`src/rtl/opcfg_pkg.sv`:
```
package opcfg_pkg;
  typedef enum logic [2:0] {
    ST_IDLE = 3'd0,
    ST_RUN  = 3'd1,
    ST_WAIT = 3'd2,
    ST_CFG  = 3'd3,
    ST_RDY  = 3'd4
  } opst_e;
endpackage

```
`src/rtl/opcfg_select.sv`:
```
module opcfg_select #(
  parameter int OP_W = 4
) (
  input  logic            nxt_valid,
  input  logic            nxt_cond,
  input  logic [OP_W-1:0] nxt_op0,
  input  logic [OP_W-1:0] nxt_op1,
  input  logic            cond_valid,
  input  logic            cond_sel,
  input  logic            have_cfg,
  input  logic [OP_W-1:0] cur_op,
  output logic            resolved,
  output logic [OP_W-1:0] res_op,
  output logic            hit
);
  always_comb begin
    resolved = nxt_valid & (~nxt_cond | cond_valid);
    res_op   = (nxt_cond & cond_sel) ? nxt_op1 : nxt_op0;
    hit      = have_cfg & (res_op == cur_op);
  end
endmodule

```
`src/rtl/opcfg_store.sv`:
```
module opcfg_store #(
  parameter int OP_W    = 4,
  parameter bit DYNAMIC = 1'b1
) (
  input  logic            clk,
  input  logic            rst,
  input  logic            issue,
  input  logic [OP_W-1:0] issue_op,
  input  logic            ld_ack,
  output logic            have_cfg,
  output logic [OP_W-1:0] cur_op,
  output logic [OP_W-1:0] cfg_sel,
  output logic            ld_req,
  output logic [OP_W-1:0] ld_op,
  output logic            cfg_done
);
  generate
    if (DYNAMIC) begin : g_loader
      always_ff @(posedge clk) begin
        if (rst) begin
          have_cfg <= 1'b0;
          cur_op   <= '0;
          ld_req   <= 1'b0;
          ld_op    <= '0;
        end else if (issue) begin
          ld_req <= 1'b1;
          ld_op  <= issue_op;
        end else if (ld_req && ld_ack) begin
          ld_req   <= 1'b0;
          cur_op   <= ld_op;
          have_cfg <= 1'b1;
        end
      end
      assign cfg_sel  = '0;
      assign cfg_done = ld_req & ld_ack;


      req_hold_chk: assert property (@(posedge clk) disable iff (rst)
        (ld_req && !ld_ack) |=> (ld_req && $stable(ld_op)));
    end else begin : g_select
      always_ff @(posedge clk) begin
        if (rst) begin
          have_cfg <= 1'b0;
          cur_op   <= '0;
        end else if (issue) begin
          have_cfg <= 1'b1;
          cur_op   <= issue_op;
        end
      end
      assign cfg_sel  = cur_op;
      assign ld_req   = 1'b0;
      assign ld_op    = '0;
      assign cfg_done = 1'b0;
    end
  endgenerate
endmodule

```
`src/rtl/opcfg_fsm.sv`:
```
module opcfg_fsm
  import opcfg_pkg::*;
#(
  parameter bit DYNAMIC = 1'b1
) (
  input  logic       clk,
  input  logic       rst,
  input  logic       resolved,
  input  logic       hit,
  input  logic       op_start,
  input  logic       op_done,
  input  logic       cfg_done,
  output logic       issue,
  output logic [2:0] state,
  output logic       op_en
);
  opst_e st;
  logic  pend;

  assign state = st;
  assign issue = ((st == ST_IDLE) || (st == ST_WAIT)) && resolved && !hit;

  always_ff @(posedge clk) begin
    if (rst) begin
      st    <= ST_IDLE;
      pend  <= 1'b0;
      op_en <= 1'b0;
    end else begin
      unique case (st)
        ST_IDLE, ST_WAIT: begin
          if (op_start) pend <= 1'b1;
          if (resolved) st <= (hit || !DYNAMIC) ? ST_RDY : ST_CFG;
        end
        ST_CFG: begin
          if (cfg_done) begin
            if (pend || op_start) begin
              st    <= ST_RUN;
              op_en <= 1'b1;
              pend  <= 1'b0;
            end else begin
              st <= ST_RDY;
            end
          end else if (op_start) begin
            pend <= 1'b1;
          end
        end
        ST_RDY: begin
          if (pend || op_start) begin
            st    <= ST_RUN;
            op_en <= 1'b1;
            pend  <= 1'b0;
          end
        end
        ST_RUN: begin
          if (op_done) begin
            st    <= ST_WAIT;
            op_en <= 1'b0;
          end
        end
        default: st <= ST_IDLE;
      endcase
    end
  end


  en_rise_chk: assert property (@(posedge clk) disable iff (rst)
    $rose(op_en) |-> ($past(op_start) || $past(pend)));


  done_chk: assert property (@(posedge clk) disable iff (rst)
    (st == ST_RUN && op_done) |=> (st == ST_WAIT && !op_en));


  en_run_chk: assert property (@(posedge clk) disable iff (rst)
    op_en |-> (st == ST_RUN));
endmodule

```
`src/rtl/opcfg_manager.sv`:
```
module opcfg_manager
  import opcfg_pkg::*;
#(
  parameter int OP_W    = 4,
  parameter bit DYNAMIC = 1'b1
) (
  input  logic            clk,
  input  logic            rst,
  input  logic            nxt_valid,
  input  logic            nxt_cond,
  input  logic [OP_W-1:0] nxt_op0,
  input  logic [OP_W-1:0] nxt_op1,
  input  logic            cond_valid,
  input  logic            cond_sel,
  input  logic            op_start,
  input  logic            op_done,
  input  logic            ld_ack,
  output logic            op_en,
  output logic [2:0]      op_state,
  output logic [OP_W-1:0] cfg_sel,
  output logic            ld_req,
  output logic [OP_W-1:0] ld_op
);
  logic            have_cfg, resolved, hit, issue, cfg_done;
  logic [OP_W-1:0] cur_op, res_op;

  opcfg_select #(.OP_W(OP_W)) u_sel (
    .nxt_valid(nxt_valid), .nxt_cond(nxt_cond), .nxt_op0(nxt_op0),
    .nxt_op1(nxt_op1), .cond_valid(cond_valid), .cond_sel(cond_sel),
    .have_cfg(have_cfg), .cur_op(cur_op), .resolved(resolved),
    .res_op(res_op), .hit(hit));

  opcfg_store #(.OP_W(OP_W), .DYNAMIC(DYNAMIC)) u_store (
    .clk(clk), .rst(rst), .issue(issue), .issue_op(res_op), .ld_ack(ld_ack),
    .have_cfg(have_cfg), .cur_op(cur_op), .cfg_sel(cfg_sel),
    .ld_req(ld_req), .ld_op(ld_op), .cfg_done(cfg_done));

  opcfg_fsm #(.DYNAMIC(DYNAMIC)) u_fsm (
    .clk(clk), .rst(rst), .resolved(resolved), .hit(hit),
    .op_start(op_start), .op_done(op_done), .cfg_done(cfg_done),
    .issue(issue), .state(op_state), .op_en(op_en));


  hit_chk: assert property (@(posedge clk) disable iff (rst)
    ((op_state == ST_IDLE || op_state == ST_WAIT) && resolved && hit)
      |=> (op_state == ST_RDY && !ld_req));


  cond_wait_chk: assert property (@(posedge clk) disable iff (rst)
    ((op_state == ST_WAIT) && nxt_valid && nxt_cond && !cond_valid)
      |=> (op_state == ST_WAIT && !ld_req));

  generate
    if (!DYNAMIC) begin : g_sel_chk

      sel_apply_chk: assert property (@(posedge clk) disable iff (rst)
        ((op_state == ST_IDLE || op_state == ST_WAIT) && resolved && !hit)
          |=> (op_state == ST_RDY && cfg_sel == $past(res_op)));
    end else begin : g_ld_chk

      prefetch_chk: assert property (@(posedge clk) disable iff (rst)
        ((op_state == ST_IDLE || op_state == ST_WAIT) && resolved && !hit)
          |=> (ld_req && op_state == ST_CFG));
    end
  endgenerate
endmodule

```
`config.mk`:
```
export PLATFORM = sky130hd
export DESIGN_NAME = opcfg_manager
export DESIGN_NICKNAME = d
export VERILOG_FILES = /design/src/rtl/opcfg_pkg.sv /design/src/rtl/opcfg_select.sv /design/src/rtl/opcfg_store.sv /design/src/rtl/opcfg_fsm.sv /design/src/rtl/opcfg_manager.sv
export SDC_FILE = /design/constraint.sdc
export NUM_CORES = 1
export LEC_CHECK = 0
export ABC_AREA = 1
export BUFFER_PORTS_ARGS = -buffer_cell sky130_fd_sc_hd__buf_2
export CORE_MARGIN = 8
export CORE_UTILIZATION = 25
export DETAILED_ROUTE_END_ITERATION = 10
export SETUP_SLACK_MARGIN = 0.02
export SYNTH_ARGS = -nofsm -noshare
export SYNTH_HDL_FRONTEND = slang
export SYNTH_SLANG_ARGS = --single-unit
```
`constraint.sdc`:
```
create_clock -name clk -period 2.3 [get_ports clk]
set_clock_uncertainty 0.05 [all_clocks]
set_input_delay 0.46 -clock clk [delete_from_list [all_inputs] [get_ports clk]]
set_output_delay 0.46 -clock clk [all_outputs]
set_load 0.03 [all_outputs]
```
# Yosys cells after proc, flatten, opt, wreduce, memory -nomap -nowiden
# Index checks and enable logic that the tools add are counted.
# totals
out_inout_bits	13
in_bits	17
reg_bits	15
word_cells	55
# op_classes
n_bitwise	7
reduce_logical	14
mux	18
eq_ne	9
# ops
operator	count
3-bit 2-to-1 mux	6
3-bit case mux with 4 select lines	1
1-bit 2-to-1 mux	8
3-bit by 2-bit == test with 1-bit output (second input constant)	2
1-bit case mux with 3 select lines	2
3-bit nonzero test	2
1-bit bitwise AND	4
4-bit == test	1
4-bit 2-to-1 mux	1
2-bit by 1-bit inequality test with 1-bit output (second input constant)	2
2-bit inequality test (second input constant)	2
4-bit AND reduction	1
3-bit by 1-bit == test with 1-bit output (second input constant)	1
3-bit == test (second input constant)	1
1-bit logical AND	3
3-bit zero test	1
3-bit AND reduction	1
1-bit logical OR	2
1-bit inverter	2
2-bit AND reduction	1
2-bit nonzero test	1
2-bit OR reduction	1
1-bit zero test	1
1-bit OR	1

# Depth between registers and ports, before layout
# depth
depth_word	8
ltp_mapped	12
mapped_depth_nobuf	10

# Hierarchy
# Synthesis repeated with hierarchy kept, for this count alone.
# unflattened
hier_cells	136
hier_area_um2	852.1
# by_module_without_submodules
module	cells_per_inst	area_each_um2	n_inst	seq_area_each_um2
opcfg_store	53	382.9	1	200.2
opcfg_fsm	53	319.1	1	100.1
opcfg_select	30	150.1	1	0.0

# Least setup slack after synthesis
# Ideal clock, no wire load.
# synth_timing
path_kind	input-to-reg
startpoint	input nxt_cond
endpoint	register u_store.cur_op[0]
setup_slack_ps	741
setup_time_ps	70
path_stages	11
required_ps	2180
path_buffers	2
arrival_ps	1439
path_cell_list	buf_6 nand2_8 nand2_2 nand3_1 nand2_1 nor2_2 nand3_2 nand2_2 buf_6 nand3_1 a21oi_1
# synth_via
elab_chain_cells	8
elab_cells_between_ends	12
classes_between	eq/ne: 1; mux: 1; bitwise: 6; reduce/logical: 4
# synth_rtl
item	line	rtl
start: declaration	opcfg_manager.sv:10	input logic nxt_cond,
1-bit bitwise AND	opcfg_select.sv:18	res_op = (nxt_cond & cond_sel) ? nxt_op1 : nxt_op0;
4-bit 2-to-1 mux	opcfg_select.sv:18	
4-bit == test	opcfg_select.sv:19	hit = have_cfg & (res_op == cur_op);
1-bit bitwise AND	opcfg_select.sv:19	
1-bit zero test	opcfg_fsm.sv:21	assign issue = ((st == ST_IDLE) || (st == ST_WAIT)) && resolved && !hit;
1-bit logical AND (*)	opcfg_fsm.sv:21	
1-bit inverter (no source line) (*)	n/a	
2-bit AND reduction (no source line) (*)	n/a	
end signal: assignment	opcfg_store.sv:30	cur_op <= ld_op;
end: declaration	opcfg_store.sv:11	output logic [OP_W-1:0] cur_op,
# Mark *: on every way between the ends. The rest lies on a longest branch, timed or not.
# A chain may end at the register's enable or synchronous reset.

# Worst setup path after layout
# layout_timing
startpoint	input nxt_cond
endpoint	register u_store.cur_op[2]
# The elaborated chain is that of the path after synthesis.

==> run_results.csv <==
group,metric,value,unit
status,status,"finished clean",
detailed_routing,via_per_inst,4.194,
grt,grt_max_degree,14,
synth,synth_cell_types,20,
sta,finalCritPeriodShare,69.21,%
detailed_routing,drcViolationCount,0,
finish,num_antenna_cells,0,
die,core_area,0.003661,mm²
sta,tns,0,ns
sta,finalHoldViolations,0,
worst_setup_path,cp-start-kind,"input port",
synth,avgSynthCellArea,6.364,µm²
clock_tree,post_cts_resized,0,
clock_tree,ctsHoldBuffers,0,
clock_tree,clkLatencyLatePin,0.25,ns
detailed_routing,vias,931,
grt,antenna_found_initial,0,
grt,track_usage,7.656,%
clock_tree,cts_buffers,3,
clock_tree,cts_sinks,15,
clock_tree,clock_path_buffers,2,
detailed_routing,dr.pass1.iters,4,
finish,fin_nets,192,
synth,synthAdderAreaFrac,0,%
sta,setup_viol,0,
flow_run,drv_cap,0,
clock_tree,post-cts-setup-buffers,0,
synth,yosysSeqAreaShare,31.45,%
placed_design,place_congestion,0.7825,
grt,grt_overflow,0,
worst_setup_path,arrival,1.68,ns
grt,grt_pass1_wl,3801,µm
finish,fill_cells,411,
placed_design,dpl.hpwl,1917,µm
detailed_routing,ant_nets,0,
power_and_ir_drop,powerDensity,692.0,mW/mm²
power_and_ir_drop,p_total,780.9,µW
synth,ys_ff_latch,15,
die,die_y,77.80,µm
die,die_x,77.80,µm
synth,yosys.area_share.simple,38.14,%
placed_design,port_buffers,25,
worst_setup_path,crit_type,"input port to flip-flop",
detailed_routing,wire_per_inst,10.28,µm
synth,synth_cells,150,
synth,synth_top_family_by_area,"simple AND/OR/NAND/NOR gates",
worst_setup_path,crit_path_end_kind,"flip-flop",
clock_tree,path_clk_slew,0.06,ns
die,initial_core_util,26.08,%
finish,syn_to_final_growth,18.22,%
worst_setup_path,worstPathMaxFanout,13,
clock_tree,h-tree-depth,1,
synth,synth-xor-area-share,0,%
worst_setup_path,r2r_slack,0.78,ns
power_and_ir_drop,ir_drop,0.4218,mV
worst_setup_path,required,2.38,ns
power_and_ir_drop,power.leakage,0.5792,nW
synth,muxShareOfSynthArea,0,%
sta,fmax,628.2,MHz
synth,yosysTopAreaCell,"dfxtp_1",
sta,rsz0062_at_grt,"false",
hold_path,hold_class,"input port to flip-flop",
sta,slew_violations,0,
synth,netlist_area,954.7,µm²
sta,period_needed,1.592,ns
die,rows,22,
grt,grt_pass1_vias,884,
finish,layout-drive-gt1-share,22.41,%
die,pin_count,30,
clock_tree,cts_tree,"built",
die,die_area,0.006052,mm²
detailed_routing,detail_route.iter0.violations,57,
synth,synth_compound_area_share,11.93,%
synth,synth_top_area_share,31.45,%
clock_tree,clockRootBuffer,"clkbuf_8",
detailed_routing,wl,2282,µm
synth,yosys-top-cells-area,"dfxtp_1 31%, nand2_1 14%, inv_1 11%",
synth,yosys_warnings,0,
## cell usage in the layout, fill, tap and decap left out
master	instances
nor2_1	10
clkbuf_8	3
nor2_2	2
nand4_1	2
dfxtp_1	15
clkbuf_1	1
o21ai_0	3
nand2_1	35
o21ai_2	1
conb_1	4
nand2_2	6
nor3_1	1
o211ai_1	2
nand2_8	1
inv_1	28
nand3_2	1
nand3b_1	1
buf_2	25
a21oi_1	15
nand3_1	18
## metal layers
layer / share of wire, % / vias to the layer above / GRT usage (%)
met4: 0.92 / 0 / 2.642
met2: 46 / 18 / 12.87
met3: 5.1 / 5 / 2.880
li1: - / 509 / -
met1: 48 / 399 / 8.644
met5: 0 / - / 0
## where the power goes
group	switching, mW	internal, mW
Clock	0.0949	0.123
Combinational	0.171	0.0772
Sequential	0.0256	0.289
Total	0.292	0.489
## flip-flops by register name (all words and copies together) (netlist names)
| name | cells |
|---|---|
| u_store.cur_op | 4 |
| u_store.ld_op | 4 |
| u_fsm.state | 3 |
| u_fsm.op_en | 1 |
| u_fsm.pend | 1 |
| u_store.have_cfg | 1 |
| u_store.ld_req | 1 |
## worst max-delay path: stages
cell	delay [ns]
buf_2	0.20
nand2_8	0.10
o21ai_2	0.14
nand2_1	0.06
nand2_1	0.11
nand3_2	0.10
nand2_2	0.19
nand2_1	0.16
nand2_1	0.09
a21oi_1	0.06
## metrics by stage
| stage | std cells | cell area [µm²] | setup WS (ns) | utilization [%] | hold WS, ns |
|---|---|---|---|---|---|
| floorplan | 153 | 965.9 | 0.7407 | - | 0.3801 |
| global placement | 218 | 1084 | 0.4757 | 29.60 | 0.4097 |
| detailed placement | 218 | 1084 | 0.4209 | 29.60 | 0.4095 |
| CTS | 222 | 1129 | 0.6871 | 30.83 | 0.3448 |
| global route | 222 | 1129 | 0.5040 | 30.83 | 0.3405 |
| finish | 222 | 1129 | 0.7081 | 30.83 | 0.3452 |
## layout make-up
cell class / count / area, µm² / share of cell area [%]
multi-input cells: 102 / 493.0 / 43.68
flip-flops and latches: 15 / 300.3 / 26.61
repair buffers: 25 / 125.1 / 11.09
inverters: 28 / 105.1 / 9.313
well taps: 48 / 60.06 / 5.322
clock buffers: 4 / 45.04 / 3.991
## worst paths after layout
kind	startpoint	end	cells after the start
worst max-delay path	nxt_cond	u_store.cur_op[2]$_SDFFE_PP0P_	10
worst min-delay path	op_done	u_fsm.op_en$_SDFFE_PP0P_	2
worst max register to register	u_fsm.state[0]$_SDFFE_PP0P_	u_store.cur_op[2]$_SDFFE_PP0P_	7
worst min register to register	u_store.have_cfg$_SDFFE_PP0P_	u_store.have_cfg$_SDFFE_PP0P_	2
## cell usage after synthesis
cell and instances:
a21oi_1 15, buf_4 4, buf_6 3, clkbuf_1 1, conb_1 1, dfxtp_1 15
inv_1 28, nand2_1 35, nand2_2 6, nand2_8 1, nand3_1 18, nand3_2 1
nand3b_1 1, nand4_1 2, nor2_1 10, nor2_2 2, nor3_1 1, o211ai_1 2
o21ai_0 3, o21ai_2 1
## cell families after synthesis
family | count (synthesis)
compound gates | 21
buf+inv | 36
flops | 15
other cells | 1
simple gates | 77
(Power assumes the default switching activity.)
